$ cat config.mk
export PLATFORM = sky130hd
export DESIGN_NAME = bitBranchSeq
export DESIGN_NICKNAME = d
export VERILOG_FILES = /design/src/rtl/bitBranchPkg.sv /design/src/rtl/bitBranchCtrl.sv /design/src/rtl/bitBranchPath.sv /design/src/rtl/bitBranchSeq.sv
export SDC_FILE = /design/constraint.sdc
export NUM_CORES = 1
export LEC_CHECK = 0
export CORE_AREA = 2 2 104 106
export CTS_CLUSTER_SIZE = 28
export DETAILED_ROUTE_END_ITERATION = 10
export DIE_AREA = 0 0 106 108
export PLACE_DENSITY = 0.65
export REMOVE_ABC_BUFFERS = 1
export SLEW_MARGIN = 20
export SYNTH_ARGS = -nofsm -noshare
export SYNTH_HDL_FRONTEND = slang
export SYNTH_SLANG_ARGS = --single-unit
$ cat constraint.sdc
create_clock -name clk -period 6.1 [get_ports clk]
set_input_delay 1.83 -clock clk [delete_from_list [all_inputs] [get_ports clk]]
set_output_delay 1.83 -clock clk [all_outputs]
set_load 0.05 [all_outputs]
$ cat src/rtl/bitBranchPkg.sv
package bitBranchPkg;

  typedef enum logic [2:0] {
    ST_IDLE,
    ST_ZPADDR,
    ST_ZPREAD,
    ST_ZPSTALL,
    ST_OFFSET,
    ST_DUMMY1,
    ST_DUMMY2
  } seqState_t;

  typedef enum logic [1:0] {
    ADDR_PC,
    ADDR_ZP,
    ADDR_FALL
  } addrSel_t;

  // strobes from control to datapath, one set per clock
  typedef struct packed {
    logic     capture;
    logic     loadZp;
    logic     loadData;
    logic     loadOffset;
    logic     step;
    logic     finish;
    logic     busRead;
    addrSel_t addrSel;
  } ctrlStrobe_t;

endpackage

$ cat src/rtl/bitBranchCtrl.sv
module bitBranchCtrl
  import bitBranchPkg::*;
#(
  parameter logic [3:0] OP_NIBBLE = 4'hF
) (
  input  logic        clk,
  input  logic        rst,
  input  logic        startValid,
  input  logic [3:0]  startNib,
  input  logic        taken,
  input  logic        crossPage,
  output ctrlStrobe_t strb,
  output logic        busy
);

  seqState_t state, stateNext;

  always_ff @(posedge clk) begin
    if (rst) state <= ST_IDLE;
    else     state <= stateNext;
  end

  always_comb begin
    stateNext       = state;
    strb            = '0;
    strb.addrSel    = ADDR_PC;
    unique case (state)
      ST_IDLE: begin
        if (startValid && (startNib == OP_NIBBLE)) begin
          strb.capture = 1'b1;
          stateNext    = ST_ZPADDR;
        end
      end
      ST_ZPADDR: begin
        strb.busRead = 1'b1;
        strb.addrSel = ADDR_PC;
        strb.loadZp  = 1'b1;
        strb.step    = 1'b1;
        stateNext    = ST_ZPREAD;
      end
      ST_ZPREAD: begin
        strb.busRead  = 1'b1;
        strb.addrSel  = ADDR_ZP;
        strb.loadData = 1'b1;
        strb.step     = 1'b1;
        stateNext     = ST_ZPSTALL;
      end
      ST_ZPSTALL: begin
        strb.busRead = 1'b1;
        strb.addrSel = ADDR_ZP;
        strb.step    = 1'b1;
        stateNext    = ST_OFFSET;
      end
      ST_OFFSET: begin
        strb.busRead    = 1'b1;
        strb.addrSel    = ADDR_PC;
        strb.loadOffset = 1'b1;
        strb.step       = 1'b1;
        if (taken) begin
          stateNext = ST_DUMMY1;
        end else begin
          strb.finish = 1'b1;
          stateNext   = ST_IDLE;
        end
      end
      ST_DUMMY1: begin
        strb.busRead = 1'b1;
        strb.addrSel = ADDR_FALL;
        strb.step    = 1'b1;
        if (crossPage) begin
          stateNext = ST_DUMMY2;
        end else begin
          strb.finish = 1'b1;
          stateNext   = ST_IDLE;
        end
      end
      ST_DUMMY2: begin
        strb.busRead = 1'b1;
        strb.addrSel = ADDR_FALL;
        strb.step    = 1'b1;
        strb.finish  = 1'b1;
        stateNext    = ST_IDLE;
      end
      default: stateNext = ST_IDLE;
    endcase
  end

  assign busy = (state != ST_IDLE);

  // a non-matching start leaves the sequencer idle
  assert_ignore_start_R2: assert property (@(posedge clk) disable iff (rst)
    (state == ST_IDLE && startValid && startNib != OP_NIBBLE) |=> (state == ST_IDLE));

  // the second dummy read only follows the first on a page crossing
  assert_second_dummy_R7: assert property (@(posedge clk) disable iff (rst)
    (state == ST_DUMMY2) |-> ($past(state) == ST_DUMMY1 && $past(crossPage)));

endmodule

$ cat src/rtl/bitBranchPath.sv
module bitBranchPath
  import bitBranchPkg::*;
#(
  parameter int ADDR_W = 16,
  parameter int DATA_W = 8,
  parameter int CNT_W  = 3
) (
  input  logic              clk,
  input  logic              rst,
  input  ctrlStrobe_t       strb,
  input  logic [DATA_W-1:0] startOpcode,
  input  logic [ADDR_W-1:0] startPc,
  input  logic [DATA_W-1:0] busRdata,
  output logic [ADDR_W-1:0] busAddr,
  output logic              taken,
  output logic              crossPage,
  output logic              done,
  output logic [CNT_W-1:0]  doneCycles,
  output logic [ADDR_W-1:0] donePc
);

  localparam int BIT_SEL_W = $clog2(DATA_W);
  localparam int HIGH_W    = ADDR_W - DATA_W;
  localparam int SEL_LSB   = 4;

  logic [ADDR_W-1:0] pcReg, fallReg;
  logic [DATA_W-1:0] opReg, zpReg, dataReg;
  logic [CNT_W-1:0]  cycleCnt;
  logic              doneReg;

  logic [BIT_SEL_W-1:0] bitSel;
  logic                 wantSet;
  logic [ADDR_W-1:0]    pcPlusOne, offsetExt, branchTarget, zpAddr;

  assign bitSel       = opReg[SEL_LSB +: BIT_SEL_W];
  assign wantSet      = opReg[DATA_W-1];
  assign taken        = (dataReg[bitSel] == wantSet);
  assign pcPlusOne    = pcReg + 1'b1;
  assign offsetExt    = {{HIGH_W{busRdata[DATA_W-1]}}, busRdata};
  assign branchTarget = pcPlusOne + offsetExt;
  assign zpAddr       = {{HIGH_W{1'b0}}, zpReg};
  assign crossPage    = (pcReg[ADDR_W-1:DATA_W] != fallReg[ADDR_W-1:DATA_W]);

  always_comb begin
    unique case (strb.addrSel)
      ADDR_ZP:   busAddr = zpAddr;
      ADDR_FALL: busAddr = fallReg;
      default:   busAddr = pcReg;
    endcase
  end

  always_ff @(posedge clk) begin
    if (rst) begin
      pcReg    <= '0;
      fallReg  <= '0;
      opReg    <= '0;
      zpReg    <= '0;
      dataReg  <= '0;
      cycleCnt <= '0;
      doneReg  <= 1'b0;
    end else begin
      doneReg <= strb.finish;
      if (strb.capture) begin
        pcReg    <= startPc;
        opReg    <= startOpcode;
        cycleCnt <= CNT_W'(1);
      end else begin
        if (strb.step) cycleCnt <= cycleCnt + 1'b1;
        if (strb.loadZp) begin
          zpReg <= busRdata;
          pcReg <= pcPlusOne;
        end else if (strb.loadOffset) begin
          fallReg <= pcPlusOne;
          pcReg   <= taken ? branchTarget : pcPlusOne;
        end
        if (strb.loadData) dataReg <= busRdata;
      end
    end
  end

  assign done       = doneReg;
  assign doneCycles = cycleCnt;
  assign donePc     = pcReg;

  // completion lasts one clock
  assert_done_pulse_R10: assert property (@(posedge clk) disable iff (rst)
    doneReg |=> !doneReg);

  // reported length is one of the three legal values
  assert_done_count_R10: assert property (@(posedge clk) disable iff (rst)
    doneReg |-> (cycleCnt >= CNT_W'(5) && cycleCnt <= CNT_W'(7)));

  // every bus cycle adds exactly one to the count
  assert_step_count_R3: assert property (@(posedge clk) disable iff (rst)
    (strb.step && !strb.capture) |=> (cycleCnt == $past(cycleCnt) + 1'b1));

endmodule

$ cat src/rtl/bitBranchSeq.sv
module bitBranchSeq
  import bitBranchPkg::*;
#(
  parameter int ADDR_W = 16,
  parameter int DATA_W = 8,
  parameter int CNT_W  = 3
) (
  input  logic              clk,
  input  logic              rst,
  input  logic              startValid,
  input  logic [DATA_W-1:0] startOpcode,
  input  logic [ADDR_W-1:0] startPc,
  output logic [ADDR_W-1:0] busAddr,
  output logic              busRead,
  output logic              busWrite,
  input  logic [DATA_W-1:0] busRdata,
  output logic              busy,
  output logic              done,
  output logic [CNT_W-1:0]  doneCycles,
  output logic [ADDR_W-1:0] donePc
);

  ctrlStrobe_t strb;
  logic        taken, crossPage;

  bitBranchCtrl #(.OP_NIBBLE(4'hF)) ctrl (
    .clk(clk), .rst(rst),
    .startValid(startValid), .startNib(startOpcode[3:0]),
    .taken(taken), .crossPage(crossPage),
    .strb(strb), .busy(busy)
  );

  bitBranchPath #(.ADDR_W(ADDR_W), .DATA_W(DATA_W), .CNT_W(CNT_W)) path (
    .clk(clk), .rst(rst), .strb(strb),
    .startOpcode(startOpcode), .startPc(startPc), .busRdata(busRdata),
    .busAddr(busAddr), .taken(taken), .crossPage(crossPage),
    .done(done), .doneCycles(doneCycles), .donePc(donePc)
  );

  assign busRead  = strb.busRead;
  assign busWrite = 1'b0;

  // the completion pulse never overlaps a bus cycle
  assert_done_idle_R10: assert property (@(posedge clk) disable iff (rst)
    done |-> !busRead || $past(strb.capture));

endmodule

-- After elaboration in Yosys (flattened, before gate mapping)
Cells that the tools add are included.
Widths: inputs -> output; s select.
- bitwise operators: 2
- add/sub/neg operators: 3
- reductions and logical operators: 13
- eq/ne operators: 12
- magnitude comparators: 1
- multiplexer cells: 23
- operator list (operator ; count):
    $mux 16 ; 4
    $pmux 16 s2 ; 1
    $pmux 3 s6 ; 1
    $add 16x1->16 const B ; 1
    $add 16x16->16 ; 1
    $mux 1 ; 11
    $eq 3x3->1 const B ; 3
    $mux 3 ; 3
    $pmux 3 s3 ; 1
    $ne 8x8->1 ; 1
    $reduce_or 2->1 ; 4
    $eq 3x2->1 const B ; 2
    $reduce_bool 3->1 ; 2
    $reduce_or 6->1 ; 1
    $eq 4x4->1 const B ; 1
    $lt 3x4->1 const B ; 1
    $reduce_and 2->1 ; 2
    $add 3x1->3 const B ; 1
    $bmux 1 s3 ; 1
    $eq 3x1->1 const B ; 1
    $logic_not 3->1 ; 1
    $pmux 1 s3 ; 1
    $reduce_and 3->1 ; 1
    $eq 2x1->1 const B ; 1
    6 further kinds ; 7
- bits of input ports: 35
- logic and storage cells: 63
- output and inout bits: 39
- register bits after elaboration: 63

-- Depth between registers and ports, before layout
- depth in word-level cells: 7
- gate-level depth with buffers: 12
- depth with buffers taken out: 11

-- Cells and area by module
Synthesis repeated with hierarchy kept, for this count alone.
- cells, all modules: 551
- area total of the unflattened synthesis: 4207.8 um^2
- modules (own cells, without submodules) (module ; cells each ; times used ; seq. area each (um^2) ; area an instance (um^2)):
    bitBranchPath ; 515 ; 1 ; 1121.1 ; 3952.5
    bitBranchCtrl ; 34 ; 1 ; 60.1 ; 244.0
    bitBranchSeq ; 2 ; 1 ; 0.0 ; 11.3

-- Worst setup path before layout
Ideal clock, no wire load.
- kind: flip-flop to output port
- from: register ctrl.state[0]
- to: output port busAddr[2]
- data arrival time: 2.933 ns
- data required time: 4.270 ns
- slack: 1.337 ns
- buffers on the path: 4
- stages on the path, launching flop included: 10
- cells stage by stage: dfxtp_1 buf_2 clkbuf_1 xor2_1 and2_1 ha_1 clkbuf_1 clkbuf_1 a22oi_1 o21ai_0
- longest elaborated chain between the ends: 5
- elaborated cells on any way between the ends: 13
- classes of those cells: eq/ne (8); mux (2); reduce/logical (3)
- ends and longest elaborated chain (item ; line ; RTL):
    start: declaration ; bitBranchCtrl.sv:16 ; seqState_t state, stateNext;
    start signal: assignment ; bitBranchCtrl.sv:20 ; else state <= stateNext;
    $eq 3x3->1, or another cell as far along ; bitBranchCtrl.sv:27 ; unique case (state)
    $reduce_or 2->1 (no source line) ; n/a ;
    $pmux 3 s3 (*) ; bitBranchCtrl.sv:27 ;
    $eq 2x2->1 / $eq 2x1->1 (equally long branches) ; bitBranchPath.sv:45 ; unique case (strb.addrSel)
    $pmux 16 s2 (*) ; bitBranchPath.sv:45 ;
    end: declaration ; bitBranchSeq.sv:13 ; output logic [ADDR_W-1:0] busAddr,
Every way passes the cells marked *; elsewhere a longest branch is shown, timed or not.

-- Worst setup path in the final report
- from: register ctrl.state[0]
- to: output port busAddr[1]
The elaborated chain is that of the path after synthesis.

==> results.tsv <==
stage	metric	value	unit
run_status	status	finished, final reports clean	
synthesis	FFs w/ async S/R, synth	0	%
finish	fin cells	707	
floorplan	row count	37	
worst_setup_path	CP Cell Sequence	xor2_1 > and2_1 > ha_1 > a22oi_1 > o21ai_0 > clkdlybuf4s50_1	
finish	antenna cells	0	
power_and_ir_drop	sw frac	40.0	%
power_and_ir_drop	combinational share of power	39.1	%
job	max-cap violation count	0	
synthesis	Post-Synth XOR/XNOR Area	8.03	%
worst_setup_path	Setup Crit Path Kind	reg -> out	
sta	Tmin final	5.17	ns
hold_path	worst hold path depth	2	
detailed_routing	DRT iter0 DRCs	304	
detailed_routing	first-pass detailed-route iteration total	7	
placed_design	RePlAce Congestion	0.932	
power_and_ir_drop	Clk pwr share	28.4	%
synthesis	main combinational cell family by area after synthesis	simple AND/OR/NAND/NOR gates	
synthesis	Post-Synthesis Cells	513	
power_and_ir_drop	Net Sw Power	0.567	mW
worst_setup_path	CP max stage delay	0.84	ns
synthesis	synthesized area per cell	7.87	µm²
synthesis	synth top area cells	dfxtp_1 29%, mux2i_1 7.2%, ha_1 7.1%	
floorplan	Starting Density	39.5	%
placed_design	number of port buffers	72	
floorplan	Core ar.	10200	µm²
worst_setup_path	Crit Reg-Reg Endpoint	path.donePc[15]$_SDFFE_PP0P_	
worst_setup_path	Required @ worst endpoint	4.27	ns
floorplan	Ports	74	
global_routing	largest net degree at the start of global routing	54	
sta	f_max	193	MHz
worst_setup_path	delay-heaviest family, CP	buffers and inverters	
clock_tree	Root Driver	clkbuf_8	
synthesis	Primary FF master, synth	dfxtp_1	
finish	fillcell total	998	
clock_tree	TritonCTS buffer count	9	
synthesis	Synth Cell Area	4040	µm²
worst_setup_path	Critical path buffers and inverters	1	
synthesis	mux share of post-synthesis cell area	9.67	%
worst_setup_path	CP startpoint kind	register	
finish	Final Core Density	49.3	%
finish	most frequent cells in the layout	71 x clkdlybuf4s50_1, 60 x nand2_1, 59 x nor2_1, 59 x dfxtp_1, 34 x o21ai_0	
detailed_routing	Avg WL per Cell	17.0	µm
sta	period utilization	84.8	%
worst_setup_path	slowest CP cell	clkdlybuf4s50_1	
floorplan	Die ar.	11400	µm²
clock_tree	# resized after CTS	0	
synthesis	Adder-Cell Fraction of Synth Area	7.63	%
global_routing	GRT Overall Usage	21.6	%
synthesis	Post-Synth Simple-Gate Area	20.3	%
finish	share of cells above drive strength 1	5.43	%
finish	Layout Nets	625	
clock_tree	Post-CTS Setup Bufs	0	
synthesis	Post-synth EDFFs	0	
power_and_ir_drop	register share of total power	32.5	%
detailed_routing	final antenna-violating net count	0	
power_and_ir_drop	VDD IR-drop max	105	µV
sta	Min Hold Slack	0.481	ns
sta	RSZ-0062 raised after global routing	no	
synthesis	area leader, netlist	dfxtp_1	
global_routing	initial antenna violation count	0	
finish	layout overhead on the synthesized area	25.0	%
worst_setup_path	r2r setup slk	2.75	ns
detailed_routing	Total Wirelength	12000	µm
sta	max-slew violation count	0	
detailed_routing	drt via density	5.61	
global_routing	first-pass GRT wire length	19400	µm
finish	most common cell after layout, fill and taps aside	clkdlybuf4s50_1	
clock_tree	TritonCTS clock tree	built	
clock_tree	CTS Hold Buffers Added	0	
placed_design	Detailed Place HPWL	8390	µm
detailed_routing	DR DRC count	0	
worst_setup_path	Crit Path Max Fanout	17	
finish	Post-Layout Inst Area	5040	µm²
global_routing	GRT overflow	0	
floorplan	die height	108	µm
worst_setup_path	worst path arrival time	3.34	ns
clock_tree	CTS sink count	59	
placed_design	pre-CTS WS	1.32	ns
hold_path	HP Start	path.opReg[6]$_SDFFE_PP0P_	
power_and_ir_drop	power density over the cells	281	nW/µm²
clock_tree	insertion delay to the later sink of the worst-skew pair	0.34	ns
placed_design	Cells after DPL	691	
clock_tree	clock slew at reported path FFs	0.07	ns
hold_path	hold endpoint	path.opReg[6]$_SDFFE_PP0P_	
synthesis	post-synthesis compound-gate area fraction	19.8	%
floorplan	Die X	106	µm
synthesis	Yosys reg bits	59	
power_and_ir_drop	P_int	0.850	mW
placed_design	placed cell areas	4820	µm²
sta	Slew headroom	40.0	%
sta	Setup TNS	0	ns
worst_setup_path	r2r worst-path depth	11	
synthesis	synthesis warning total	0	
synthesis	Seq/Total Area, Yosys	29.3	%
synthesis	post-synth cell types	56	
finish	area taken by multi-input logic gates	2660	µm²
detailed_routing	DR vias	3969	
worst_setup_path	CP endpoint kind	output port	
synthesis	Yosys top cell area share	29.3	%
sta	final hold vios	0	
clock_tree	clock buffer depth	2	
clock_tree	CTS H-tree lvls	3	
global_routing	vias in the first global route	3708	
finish	FF+latch area	1180	µm²
sta	endpoints failing setup	0	
sta	final worst slack	0.929	ns
worst_setup_path	r2r startpoint	path.donePc[0]$_SDFFE_PP0P_	
sta	Clock Skew	0.00681	ns
hold_path	Hold WC Path Type	reg -> reg	
power_and_ir_drop	P_leak	1.95	nW
sta	Worst Tran Pin Value	0.896	ns
power_and_ir_drop	Power, Total	1.42	mW
==> worst max path at each step <==
stage               cells after the start          end                  startpoint  slack [ns]
global placement                        6   busAddr[1]  ctrl.state[0]$_SDFFE_PP0P_        1.41
finish                                  6   busAddr[1]  ctrl.state[0]$_SDFFE_PP0P_        0.93
detailed placement                      7   busAddr[0]  ctrl.state[0]$_SDFFE_PP0P_        1.32
CTS                                     7   busAddr[0]  ctrl.state[0]$_SDFFE_PP0P_        0.95
global route                            6   busAddr[1]  ctrl.state[0]$_SDFFE_PP0P_        0.71
floorplan                               4  busAddr[10]  ctrl.state[0]$_SDFFE_PP0P_        1.67
==> registers in the layout, summed over array words and instances (netlist names) <==
signal,cells
ctrl.state,3
path.dataReg,8
path.done,1
path.doneCycles,3
path.donePc,16
path.fallReg,16
path.opReg,4
path.zpReg,8
==> power groups by stage <==
| stage | Clock [mW] | Sequential [mW] | Combinational (mW) |
|---|---|---|---|
| after floorplan | 0 | 0.506 | 0.324 |
| after global placement | 0 | 0.467 | 0.541 |
| after detailed placement | 0 | 0.469 | 0.546 |
| after CTS | 0.407 | 0.460 | 0.551 |
| after global routing | 0.425 | 0.465 | 0.599 |
| final | 0.403 | 0.461 | 0.554 |
==> tightest hold or removal path, cell delays in order, from the launching register on <==
cell and delay, ns:
dfxtp_1 0.33, nand2_1 0.06, a21oi_1 0.05
==> per-layer routing <==
metal	vias up	track usage, %	share of wire (%)
met2	145	35.0	45
met1	1866	29.3	46
met4	0	7.42	2.1
met3	21	3.50	6.7
met5	-	0	0
li1	1937	-	-
==> cells by family after synthesis <==
group	after synthesis
AOI/OAI and AO/OA	126
xor gates and xnor gates	37
adders and majority gates	24
other	1
DFF	59
and+or+nand+nor	181
muxes	34
buffers and inverters	51
==> synth_stat cells (4+ instances only) <==
cell      number
nand2_1       60
nor2_1        60
dfxtp_1       59
o21ai_0       34
a21oi_1       33
clkbuf_1      29
mux2i_1       29
ha_1          23
xor2_1        23
inv_1         15
nand3_1       14
xnor2_1       14
nor3_1        11
a211oi_1      10
o211ai_1      10
a22oi_1        8
and3_1         7
nand4_1        6
o221ai_1       5
a32o_1         4
nand2b_1       4
o31ai_1        4
==> cell type report <==
type	count	area share [%]
Multi-Input combinational cell	403	52.7
Sequential cell	59	23.4
Timing Repair Buffer	78	15.1
Tap cell	136	3.37
Clock buffer	10	2.53
Clock inverter	6	1.76
Inverter	15	1.12
No activity file was read; power rests on OpenSTA's default activity.
